[config.mk]
export PLATFORM = sky130hd
export DESIGN_NAME = bcd_rate_counter
export DESIGN_NICKNAME = d
export VERILOG_FILES = /design/src/rtl/rc_pkg.sv /design/src/rtl/rc_tick_div.sv /design/src/rtl/rc_debounce.sv /design/src/rtl/rc_rate_div.sv /design/src/rtl/rc_bcd_count.sv /design/src/rtl/rc_seg7.sv /design/src/rtl/bcd_rate_counter.sv
export SDC_FILE = /design/constraint.sdc
export NUM_CORES = 1
export LEC_CHECK = 0
export ABC_AREA = 1
export BUFFER_PORTS_ARGS = -buffer_cell sky130_fd_sc_hd__clkbuf_2
export CAP_MARGIN = 20
export CORE_MARGIN = 10
export CORE_UTILIZATION = 60
export DETAILED_ROUTE_END_ITERATION = 7
export GPL_ROUTABILITY_DRIVEN = 0
export PLACE_DENSITY = 0.84
export SYNTH_ARGS = -nofsm -noshare
export SYNTH_HDL_FRONTEND = slang
export SYNTH_SLANG_ARGS = --single-unit
[constraint.sdc]
create_clock -name clk -period 2.3 [get_ports clk]
set_clock_uncertainty 0.05 [all_clocks]
set_input_delay 0.115 -clock clk [delete_from_list [all_inputs] [get_ports clk]]
set_output_delay 0.115 -clock clk [all_outputs]
set_load 0.01 [all_outputs]
[src/rtl/rc_pkg.sv]
package rc_pkg;
  typedef logic [3:0] nib_t;
  typedef logic [6:0] seg_t;
  localparam int BTN_DIR    = 0;
  localparam int BTN_SLOWER = 1;
  localparam int BTN_FASTER = 2;
  localparam int BTN_HOLD   = 3;
  localparam int BTN_VIEW   = 4;
  localparam int NUM_BTN    = 5;
endpackage

[src/rtl/rc_tick_div.sv]
module rc_tick_div #(
  parameter int DIV = 625
) (
  input  logic clk,
  input  logic rst_n,
  input  logic en,
  output logic tick
);
  localparam int CW = (DIV > 1) ? $clog2(DIV) : 1;
  localparam logic [CW-1:0] LAST = CW'(DIV - 1);

  logic [CW-1:0] cnt_q, cnt_d;

  always_comb begin
    cnt_d = cnt_q;
    if (en) cnt_d = (cnt_q == LAST) ? '0 : cnt_q + 1'b1;
  end

  always_ff @(posedge clk or negedge rst_n) begin
    if (!rst_n) cnt_q <= '0;
    else        cnt_q <= cnt_d;
  end

  assign tick = en && (cnt_q == LAST);

  // the counter never passes its terminal value
  p_div_range_r2: assert property (@(posedge clk) disable iff (!rst_n)
    cnt_q <= LAST);
endmodule

[src/rtl/rc_debounce.sv]
module rc_debounce #(
  parameter int TICKS = 3
) (
  input  logic clk,
  input  logic rst_n,
  input  logic raw,
  input  logic sample_en,
  output logic level,
  output logic press
);
  localparam int CW = (TICKS > 1) ? $clog2(TICKS) : 1;
  localparam logic [CW-1:0] LAST = CW'(TICKS - 1);

  logic          s1_q, s2_q;
  logic [CW-1:0] cnt_q, cnt_d;
  logic          lvl_q, lvl_d;
  logic          press_q;

  always_comb begin
    cnt_d = cnt_q;
    lvl_d = lvl_q;
    if (s2_q == lvl_q) begin
      cnt_d = '0;
    end else if (sample_en) begin
      if (cnt_q == LAST) begin
        lvl_d = s2_q;
        cnt_d = '0;
      end else begin
        cnt_d = cnt_q + 1'b1;
      end
    end
  end

  always_ff @(posedge clk or negedge rst_n) begin
    if (!rst_n) begin
      s1_q    <= 1'b0;
      s2_q    <= 1'b0;
      cnt_q   <= '0;
      lvl_q   <= 1'b0;
      press_q <= 1'b0;
    end else begin
      s1_q    <= raw;
      s2_q    <= s1_q;
      cnt_q   <= cnt_d;
      lvl_q   <= lvl_d;
      press_q <= lvl_d && !lvl_q;
    end
  end

  assign level = lvl_q;
  assign press = press_q;

  // the accepted level only moves on a sample tick
  p_deb_tick_r8: assert property (@(posedge clk) disable iff (!rst_n)
    (lvl_q != $past(lvl_q)) |-> $past(sample_en));
endmodule

[src/rtl/rc_rate_div.sv]
module rc_rate_div #(
  parameter int RW = 4
) (
  input  logic          clk,
  input  logic          rst_n,
  input  logic          tick_in,
  input  logic          hold,
  input  logic [RW-1:0] ratio_code,
  input  logic          reload,
  output logic          step,
  output logic [RW-1:0] cnt
);
  logic [RW-1:0] cnt_q, cnt_d;
  logic          adv;

  assign adv = tick_in && !hold;

  always_comb begin
    cnt_d = cnt_q;
    if (reload)   cnt_d = '0;
    else if (adv) cnt_d = (cnt_q == ratio_code) ? '0 : cnt_q + 1'b1;
  end

  always_ff @(posedge clk or negedge rst_n) begin
    if (!rst_n) cnt_q <= '0;
    else        cnt_q <= cnt_d;
  end

  assign step = adv && (cnt_q == ratio_code);
  assign cnt  = cnt_q;

  // divider count stays within the current ratio
  p_divcnt_range_r9: assert property (@(posedge clk) disable iff (!rst_n)
    cnt_q <= ratio_code);
  // no step leaves the divider while held
  p_hold_div_r7: assert property (@(posedge clk) disable iff (!rst_n)
    hold |-> !step);
endmodule

[src/rtl/rc_bcd_count.sv]
module rc_bcd_count #(
  parameter int DIGITS = 2
) (
  input  logic                clk,
  input  logic                rst_n,
  input  logic                step,
  input  logic                up,
  output logic [4*DIGITS-1:0] value
);
  logic [DIGITS-1:0][3:0] dig_q, dig_d;
  logic [DIGITS:0]        roll;

  assign roll[0] = step;

  for (genvar i = 0; i < DIGITS; i++) begin : g_dig
    assign roll[i+1] = roll[i] && (up ? (dig_q[i] == 4'd9) : (dig_q[i] == 4'd0));
    always_comb begin
      dig_d[i] = dig_q[i];
      if (roll[i]) begin
        if (up) dig_d[i] = (dig_q[i] == 4'd9) ? 4'd0 : dig_q[i] + 4'd1;
        else    dig_d[i] = (dig_q[i] == 4'd0) ? 4'd9 : dig_q[i] - 4'd1;
      end
    end
    assign value[4*i +: 4] = dig_q[i];

    // every digit stays a decimal digit
    p_digit_range_r3: assert property (@(posedge clk) disable iff (!rst_n)
      dig_q[i] <= 4'd9);
  end

  always_ff @(posedge clk or negedge rst_n) begin
    if (!rst_n) dig_q <= '0;
    else        dig_q <= dig_d;
  end

  // the count holds when no step arrives
  p_no_step_r7: assert property (@(posedge clk) disable iff (!rst_n)
    !step |=> $stable(dig_q));

  if (DIGITS > 1) begin : g_carry_chk
    // units 9->0 carries into tens regardless of tens parity
    p_carry_r3: assert property (@(posedge clk) disable iff (!rst_n)
      (step && up && dig_q[0] == 4'd9) |=>
        (dig_q[1] == (($past(dig_q[1]) == 4'd9) ? 4'd0 : $past(dig_q[1]) + 4'd1)));
    // units 0->9 borrows from tens
    p_borrow_r4: assert property (@(posedge clk) disable iff (!rst_n)
      (step && !up && dig_q[0] == 4'd0) |=>
        (dig_q[1] == (($past(dig_q[1]) == 4'd0) ? 4'd9 : $past(dig_q[1]) - 4'd1)));
  end
endmodule

[src/rtl/rc_seg7.sv]
module rc_seg7 (
  input  rc_pkg::nib_t nib,
  output rc_pkg::seg_t seg
);
  always_comb begin
    case (nib)
      4'h0: seg = 7'h3F;
      4'h1: seg = 7'h06;
      4'h2: seg = 7'h5B;
      4'h3: seg = 7'h4F;
      4'h4: seg = 7'h66;
      4'h5: seg = 7'h6D;
      4'h6: seg = 7'h7D;
      4'h7: seg = 7'h07;
      4'h8: seg = 7'h7F;
      4'h9: seg = 7'h6F;
      4'hA: seg = 7'h77;
      4'hB: seg = 7'h7C;
      4'hC: seg = 7'h39;
      4'hD: seg = 7'h5E;
      4'hE: seg = 7'h79;
      default: seg = 7'h71;
    endcase
  end

  // the shape for 2 keeps segment f dark
  always_comb a_two_no_f_r10: assert (!(nib == 4'h2 && seg[5]));
endmodule

[src/rtl/bcd_rate_counter.sv]
module bcd_rate_counter #(
  parameter int DIV1      = 625,
  parameter int DIV2      = 32,
  parameter int RATIO_MAX = 16,
  parameter int DEB_TICKS = 3
) (
  input  logic       clk,
  input  logic       rst_n,
  input  logic       btn_dir,
  input  logic       btn_slower,
  input  logic       btn_faster,
  input  logic       btn_hold,
  input  logic       btn_view,
  output logic [6:0] seg3,
  output logic [6:0] seg2,
  output logic [6:0] seg1,
  output logic [6:0] seg0
);
  import rc_pkg::*;
  localparam int RW = (RATIO_MAX > 1) ? $clog2(RATIO_MAX) : 1;
  localparam logic [RW-1:0] CODE_TOP = RW'(RATIO_MAX - 1);

  logic rs1_q, rs2_q, rst_i_n;
  always_ff @(posedge clk or negedge rst_n) begin
    if (!rst_n) begin
      rs1_q <= 1'b0;
      rs2_q <= 1'b0;
    end else begin
      rs1_q <= 1'b1;
      rs2_q <= rs1_q;
    end
  end
  assign rst_i_n = rs2_q;

  logic tick_a, tick_b;
  rc_tick_div #(.DIV(DIV1)) u_pre1 (.clk(clk), .rst_n(rst_i_n), .en(1'b1),   .tick(tick_a));
  rc_tick_div #(.DIV(DIV2)) u_pre2 (.clk(clk), .rst_n(rst_i_n), .en(tick_a), .tick(tick_b));

  logic [NUM_BTN-1:0] raw_btn, lvl, prs;
  assign raw_btn = {btn_view, btn_hold, btn_faster, btn_slower, btn_dir};

  for (genvar b = 0; b < NUM_BTN; b++) begin : g_btn
    rc_debounce #(.TICKS(DEB_TICKS)) u_deb (
      .clk(clk), .rst_n(rst_i_n), .raw(raw_btn[b]), .sample_en(tick_b),
      .level(lvl[b]), .press(prs[b]));
  end

  logic          up_q, up_d, view_q, view_d;
  logic [RW-1:0] code_q, code_d;

  always_comb begin
    up_d   = prs[BTN_DIR]  ? !up_q   : up_q;
    view_d = prs[BTN_VIEW] ? !view_q : view_q;
    code_d = code_q;
    if (prs[BTN_SLOWER] && !prs[BTN_FASTER] && code_q != CODE_TOP)
      code_d = code_q + 1'b1;
    else if (prs[BTN_FASTER] && !prs[BTN_SLOWER] && code_q != '0)
      code_d = code_q - 1'b1;
  end

  always_ff @(posedge clk or negedge rst_i_n) begin
    if (!rst_i_n) begin
      up_q   <= 1'b1;
      view_q <= 1'b0;
      code_q <= '0;
    end else begin
      up_q   <= up_d;
      view_q <= view_d;
      code_q <= code_d;
    end
  end

  logic          step;
  logic [RW-1:0] div_cnt;
  rc_rate_div #(.RW(RW)) u_rate (
    .clk(clk), .rst_n(rst_i_n), .tick_in(tick_b), .hold(lvl[BTN_HOLD]),
    .ratio_code(code_q), .reload(prs[BTN_SLOWER] | prs[BTN_FASTER]),
    .step(step), .cnt(div_cnt));

  logic [7:0] bcd;
  rc_bcd_count #(.DIGITS(2)) u_cnt (
    .clk(clk), .rst_n(rst_i_n), .step(step), .up(up_q), .value(bcd));

  nib_t [3:0] nib;
  seg_t [3:0] seg;
  always_comb begin
    if (view_q) begin
      nib[3] = nib_t'(code_q);
      nib[2] = nib_t'(code_q);
      nib[1] = nib_t'(div_cnt);
      nib[0] = nib_t'(div_cnt);
    end else begin
      nib[3] = bcd[7:4];
      nib[2] = bcd[7:4];
      nib[1] = bcd[3:0];
      nib[0] = bcd[3:0];
    end
  end

  for (genvar d = 0; d < 4; d++) begin : g_seg
    rc_seg7 u_dec (.nib(nib[d]), .seg(seg[d]));
  end

  assign seg3 = seg[3];
  assign seg2 = seg[2];
  assign seg1 = seg[1];
  assign seg0 = seg[0];

  // ratio code moves by at most one and only on an adjust press
  p_ratio_step_r6: assert property (@(posedge clk) disable iff (!rst_i_n)
    (code_q != $past(code_q)) |->
      ($past(prs[BTN_SLOWER] | prs[BTN_FASTER]) &&
       (code_q == $past(code_q) + 1'b1 || code_q == $past(code_q) - 1'b1)));
  // direction flips only on a direction press
  p_dir_flip_r5: assert property (@(posedge clk) disable iff (!rst_i_n)
    (up_q != $past(up_q)) |-> $past(prs[BTN_DIR]));
  // held count produces no step
  p_hold_r7: assert property (@(posedge clk) disable iff (!rst_i_n)
    lvl[BTN_HOLD] |-> !step);
endmodule

==> Word-level counts from Yosys, hierarchy flattened <==
Memory sizes are Yosys's and may differ from the RTL's.
Cells that the tools add are included.
W data, S select, Z words.
{ "classes": {"n_eq_ne": 16, "addsub": 14, "reduce_logical": 32, "n_bitwise": 2, "muxes": 42} }
{ "ops": {"columns": ["cell", "n"], "rows": [
  ["$mux W4", 11],
  ["$mux W2", 15],
  ["$add A4 B1 Y4 const B", 4],
  ["$mux W16", 1],
  ["$reduce_bool A2 Y1", 7],
  ["$mux W1", 13],
  ["$logic_and A1 B1 Y1", 12],
  ["$sub A4 B1 Y4 const B", 3],
  ["$add A10 B1 Y10 const B", 1],
  ["$add A2 B1 Y2 const B", 5],
  ["$eq A10 B10 Y1 const B", 1],
  ["$eq A2 B2 Y1 const B", 5],
  ["$mux W10", 1],
  ["$logic_not A1 Y1", 9],
  ["$eq A4 B4 Y1 const B", 2],
  ["$logic_not A4 Y1", 2],
  ["$add A5 B1 Y5 const B", 1],
  ["$eq A1 B1 Y1", 5],
  ["$eq A5 B5 Y1 const B", 1],
  ["$mux W5", 1],
  ["$eq A4 B4 Y1", 1],
  ["$ne A4 B4 Y1 const B", 1],
  ["$reduce_bool A4 Y1", 1],
  ["$reduce_and A3 Y1", 1],
  ["2 further kinds", 2]
]} }
{ "word_totals": {"memories": 4, "out_inout_bits": 28, "rom_bits": 448, "regBits": 64, "in_bits": 7} }
{ "mem_list": {"columns": ["memory", "words", "word_bits", "read_ports", "rd_clocked_by_memory_dff", "wr", "line", "rtl"], "rows": [
  ["(no name shown)", 16, 7, 1, 0, 0, "rc_seg7.sv:6", "case (nib)"],
  ["(no name shown)", 16, 7, 1, 0, 0, "rc_seg7.sv:6", null],
  ["(no name shown)", 16, 7, 1, 0, 0, "rc_seg7.sv:6", null],
  ["(no name shown)", 16, 7, 1, 0, 0, "rc_seg7.sv:6", null]
]} }

==> Depth between registers and ports, before layout <==
{ "logic_depth": {"word_depth": 5, "ltp_mapped": 11} }

==> By module <==
From an unflattened synthesis, not the netlist that was laid out.
{ "hier_totals": {"hier_cells": 670, "hier_area_um2": 4672.0} }
{ "modules_own_cells": {"columns": ["mod", "instances", "seq_area_each_um2", "area_each_um2", "cells_per_inst"], "rows": [
  ["rc_debounce", 5, 150.1, 236.5, 26],
  ["rc_seg7", 4, 0.0, 270.3, 52],
  ["rc_tick_div (u_pre1)", 1, 250.2, 649.4, 93],
  ["rc_bcd_count", 1, 200.2, 640.6, 102],
  ["bcd_rate_counter", 1, 201.4, 554.3, 64],
  ["rc_rate_div", 1, 100.1, 289.0, 46],
  ["rc_tick_div (u_pre2)", 1, 125.1, 275.3, 27]
]} }

==> Least setup slack after synthesis <==
No wires, ideal clock.
{ "synth_timing": {"path_kind": "register to output", "startpoint": "register view_q", "endpoint": "output seg1[5]", "stages_incl_launch_ff": 9, "arrival_ns": 2.007, "t_required_ns": 2.135, "path_slack_ns": 0.128, "cell_sequence": "dfrtp_1 > buf_6 > o21ai_0 > inv_1 > ha_1 > inv_1 > o21ai_0 > o21ai_0 > buf_4"} }
{ "synth_via": {"elab_chain_len": 2} }
{ "synth_lines": {"columns": ["item", "line", "rtl"], "rows": [
  ["from (decl)", "bcd_rate_counter.sv:48", "logic up_q, up_d, view_q, view_d;"],
  ["from (signal assigned)", "bcd_rate_counter.sv:68", "view_q <= view_d;"],
  ["$mux W16", "bcd_rate_counter.sv:87", "if (view_q) begin"],
  ["$mem_v2 Z16 W7", null, null],
  ["to (decl)", "bcd_rate_counter.sv:16", "output logic [6:0] seg1,"]
]} }
No other way between the ends.

==> Worst setup path in the final report <==
{ "layout_timing": {"startpoint": "register view_q", "endpoint": "output seg1[3]"} }
The elaborated chain is that of the path after synthesis.

==> results.md <==
- The flip-flop cell with the highest count after synthesis is dfrtp_1.
- The share of flip-flops with an asynchronous set or reset after synthesis is 100%.
- The overall die area is 10200 sq um.
- The HPWL after detailed placement is 5700 microns.
- The worst path uses 95.5% of the clock period.
- The placed instances occupy a cell area of 4110 sq um.
- The critical path goes through inv_1 -> or2_2 -> o21a_2 -> inv_2 -> ha_1 -> nor2_1 -> o22ai_1 -> clkbuf_2.
- The arrival time at the worst endpoint is 2.03 ns.
- The top cell types in the final layout, fill and taps aside, are 123 x nand2_1, 61 x dfrtp_1, 60 x inv_1.
- Global routing used 15.4% of the available tracks across all layers.
- The run finished with clean final reports.
- Clock tree synthesis found a total of 64 sinks.
- Clock tree synthesis inserted a total of 9 buffers.
- By startpoint and endpoint, the worst setup path is classified as reg2out.
- The number of warnings reported in the yosys synthesis log is 0.
- The routed via count is 3230.
- The number of violations of the max-capacitance limit is 0.
- The floorplan step set the die height to 101 microns.
- The number of antenna diodes in the final layout is 0.
- The number of hold violations in the final report is 0.
- The clock period minus final worst setup slack is 2.20 ns.
- The number of levels in the clock H-tree is 3.
- The cell area that synthesis handed to floorplanning was 3950 sq um.
- The via count of the first global-routing pass was 3125.
- The maximum vdd drop is 0.549 mV.
- In this run the remaining antenna-violating nets after routing total 0.
- Leaving out fill and tap cells, the most frequent cell in the layout is nand2_1.
- For this design the static power due to leakage is 2.26 nW.
- The count of TritonRoute iterations in the first routing pass is 4.
- A synthesized cell averages 7.94 sq um.
- Setup violations remaining at the end of the flow were counted as 0.
- The placeable core region is 6390 sq um.
- After detailed routing, the number of vias per cell comes to 5.24.
- Counting flops with a built-in enable in the synthesized netlist gives 0.
- The final-report max-slew violation count came to 0.
- For the worst-skew pair, the clock arrives at the later sink with an insertion delay of 0.34 ns.
- During I/O placement, the number of pins put on the boundary was 35.
- Along the worst path, the maximum fanout reaches 6.
- The synthesis-stage register bit count is 64.
- For the final routed database, the setup TNS stands at 0 ns.
- The maximum buffer depth of the clock tree is 2.
- The detail-routed net length per standard cell is 12.4 microns.
- The category of the worst setup path launch point is a flop.
- With fillers left out, the area of the finished cells amounts to 4400 sq um.
- The clock tree root buffer cell is clkbuf_8.
- The data required time of the worst path is 2.13 ns.
- The register-to-register setup slack is 0.40 ns.
- The slowest library cell on the worst path is dfrtp_2.
- The number of library cell types mapped by synthesis is 37.
- Dividing total power by cell area gives a power density of 489 nW/um^2.
- When the netlist entered floorplanning its net count stood at 527.
- For this run, the register share of the synthesized area comes to 40.5%.
- The pre-CTS setup slack is 0.221 ns.
- The number of DRC markers in iteration 0 is 206.
- The clock transition at the register clock pins on the worst setup and hold paths after CTS is 0.07 ns.
- Summed over all layers, the global routing overflow is 0.
- Based on the critical path, the design can be clocked at up to 455 MHz.
- The slew of the pin with the lowest slew margin is 0.580 ns.
- The worst path setup slack after routing is 0.103 ns.
- The worst max-slew margin expressed relative to the limit is 61.3%.
- The width of the chip is 101 microns.
- In the synthesized netlist, the number of instances is 498.
- The total number of placement rows is 29.
- The smallest hold slack is 0.0330 ns.
- The initial antenna violation count is 0.
- The wire length of the first global-routing pass is 13200 microns.
- The fraction of layout cells with a size suffix above 1 is 17.8%.
- The kind of end point of the critical path is an output pin.
- The critical path's largest stage delay is 0.45 ns.
- The net total in the final layout is 563.
- The count of buffers inserted at the top-level ports is 34.
- The placed instance count is 593.
- The total routed wirelength is 7650 microns.
- The DRC violations left is 0.
- TritonCTS built the clock tree.
- Compared with the post-synthesis result, the final layout area differs by 11.2%.
- The effective utilization at floorplan is 61.9%.
- The largest net degree at the start of global routing is 37.
- The worst min-delay path category is in2async.
- The number of cells in the finished layout apart from fillers is 616.
## path summary, 6_finish.rpt
kind                                startpoint              endpoint  cells after the start
min                                      rst_n                 rs2_q                      2
max reg2reg                    u_pre1.cnt_q[0]        u_cnt.value[6]                      8
max                                     view_q               seg1[3]                      8
min reg2reg                              rs2_q  g_btn[0].u_deb.level                      0
min in group clk           g_btn[4].u_deb.s1_q   g_btn[4].u_deb.s2_q                      0
max in group asynchronous                rs2_q                  up_q                      1
## synth_stat cells, types with 2 or more instances
cell / instances / share of area [%]
o21ai_0: 26 / 3.3
inv_2: 6 / 0.57
nor2_2: 4 / 0.63
o21a_1: 2 / 0.38
dfrtp_1: 63 / 40
o22ai_1: 5 / 0.79
o21ai_1: 15 / 1.9
or2_2: 2 / 0.32
ha_1: 21 / 6.6
nand4_2: 2 / 0.63
nand2_1: 123 / 12
o21ai_2: 4 / 0.89
buf_4: 14 / 2.7
inv_1: 64 / 6.1
a21oi_1: 10 / 1.3
nor3_1: 5 / 0.63
nand4_1: 24 / 3.8
nor2_4: 4 / 1.1
xor2_1: 16 / 3.5
xnor2_1: 4 / 0.89
nand3_2: 6 / 1.5
buf_6: 3 / 0.85
nand3_1: 21 / 2.7
nor2_1: 41 / 3.9
## per-stage QoR
stage | power (W) | util (%)
floorplan | 0.00119 | -
global placement | 0.00120 | 64.3
detailed placement | 0.00120 | 64.3
CTS | 0.00217 | 68.5
global route | 0.00222 | 68.8
finish | 0.00215 | 68.8
## power by group
group | leakage, nW | switching (W) | internal (W)
registers | 0.851 | 0.0000141 | 0.00114
clock network | 0.0993 | 0.000434 | 0.000528
logic | 1.31 | 0.0000220 | 0.0000170
## flip-flops by register name, summed over array words and instances (netlist names), 5 cells and up
register / count
g_btn.u_deb.s1_q: 5
g_btn.u_deb.level: 5
u_pre2.cnt_q: 5
u_cnt.value: 8
g_btn.u_deb.s2_q: 5
g_btn.u_deb.cnt_q: 10
u_pre1.cnt_q: 10
## cell families (layout without fill, tap and decap cells)
group,count (synthesis),count (layout),share of synthesized area [%]
XOR/XNOR,20,20,4.43
adder cells (fa/ha/maj),22,22,7.15
flip-flops,64,64,40.5
AND/OR/NAND/NOR,237,237,28.3
buffers and inverters,89,130,10.4
other,1,1,0.0948
AO/OA/AOI/OAI,65,65,9.15
## repair_timing
item / in CTS / in global routing
gates resized for setup: 5 / 15
buffers inserted: 0 / 1
setup endpoints to repair: 24 / 26
hold endpoints to repair: 7 / 0
pin swaps: 0 / 2
hold buffers: 6 / 0
## layout make-up
cell class / count / area, sq um
Fill cell: 501 / 1990
Multi-Input combinational cell: 345 / 1960
Sequential cell: 64 / 1610
Timing Repair Buffer: 44 / 277
Inverter: 70 / 263
Clock buffer: 11 / 141
Tap cell: 77 / 96.3
Clock inverter: 5 / 56.3
## metal layers
layer,track usage [%],vias up,part of all wire (%)
met2,25.4,76,49
met5,0,-,0
met4,6.75,0,1.9
met1,18.4,1477,43
met3,4.02,14,6.3
li1,-,1663,-
## worst max-delay path, delay by kind of cell (launching register included)
kind	cells	cell delay, ns
AO/OA/AOI/OAI	2	0.38
adder cells (fa/ha/maj)	1	0.32
buffers and inverters	3	0.36
flip-flops	1	0.45
AND/OR/NAND/NOR	2	0.18
Power figures use the tool's default switching activity.
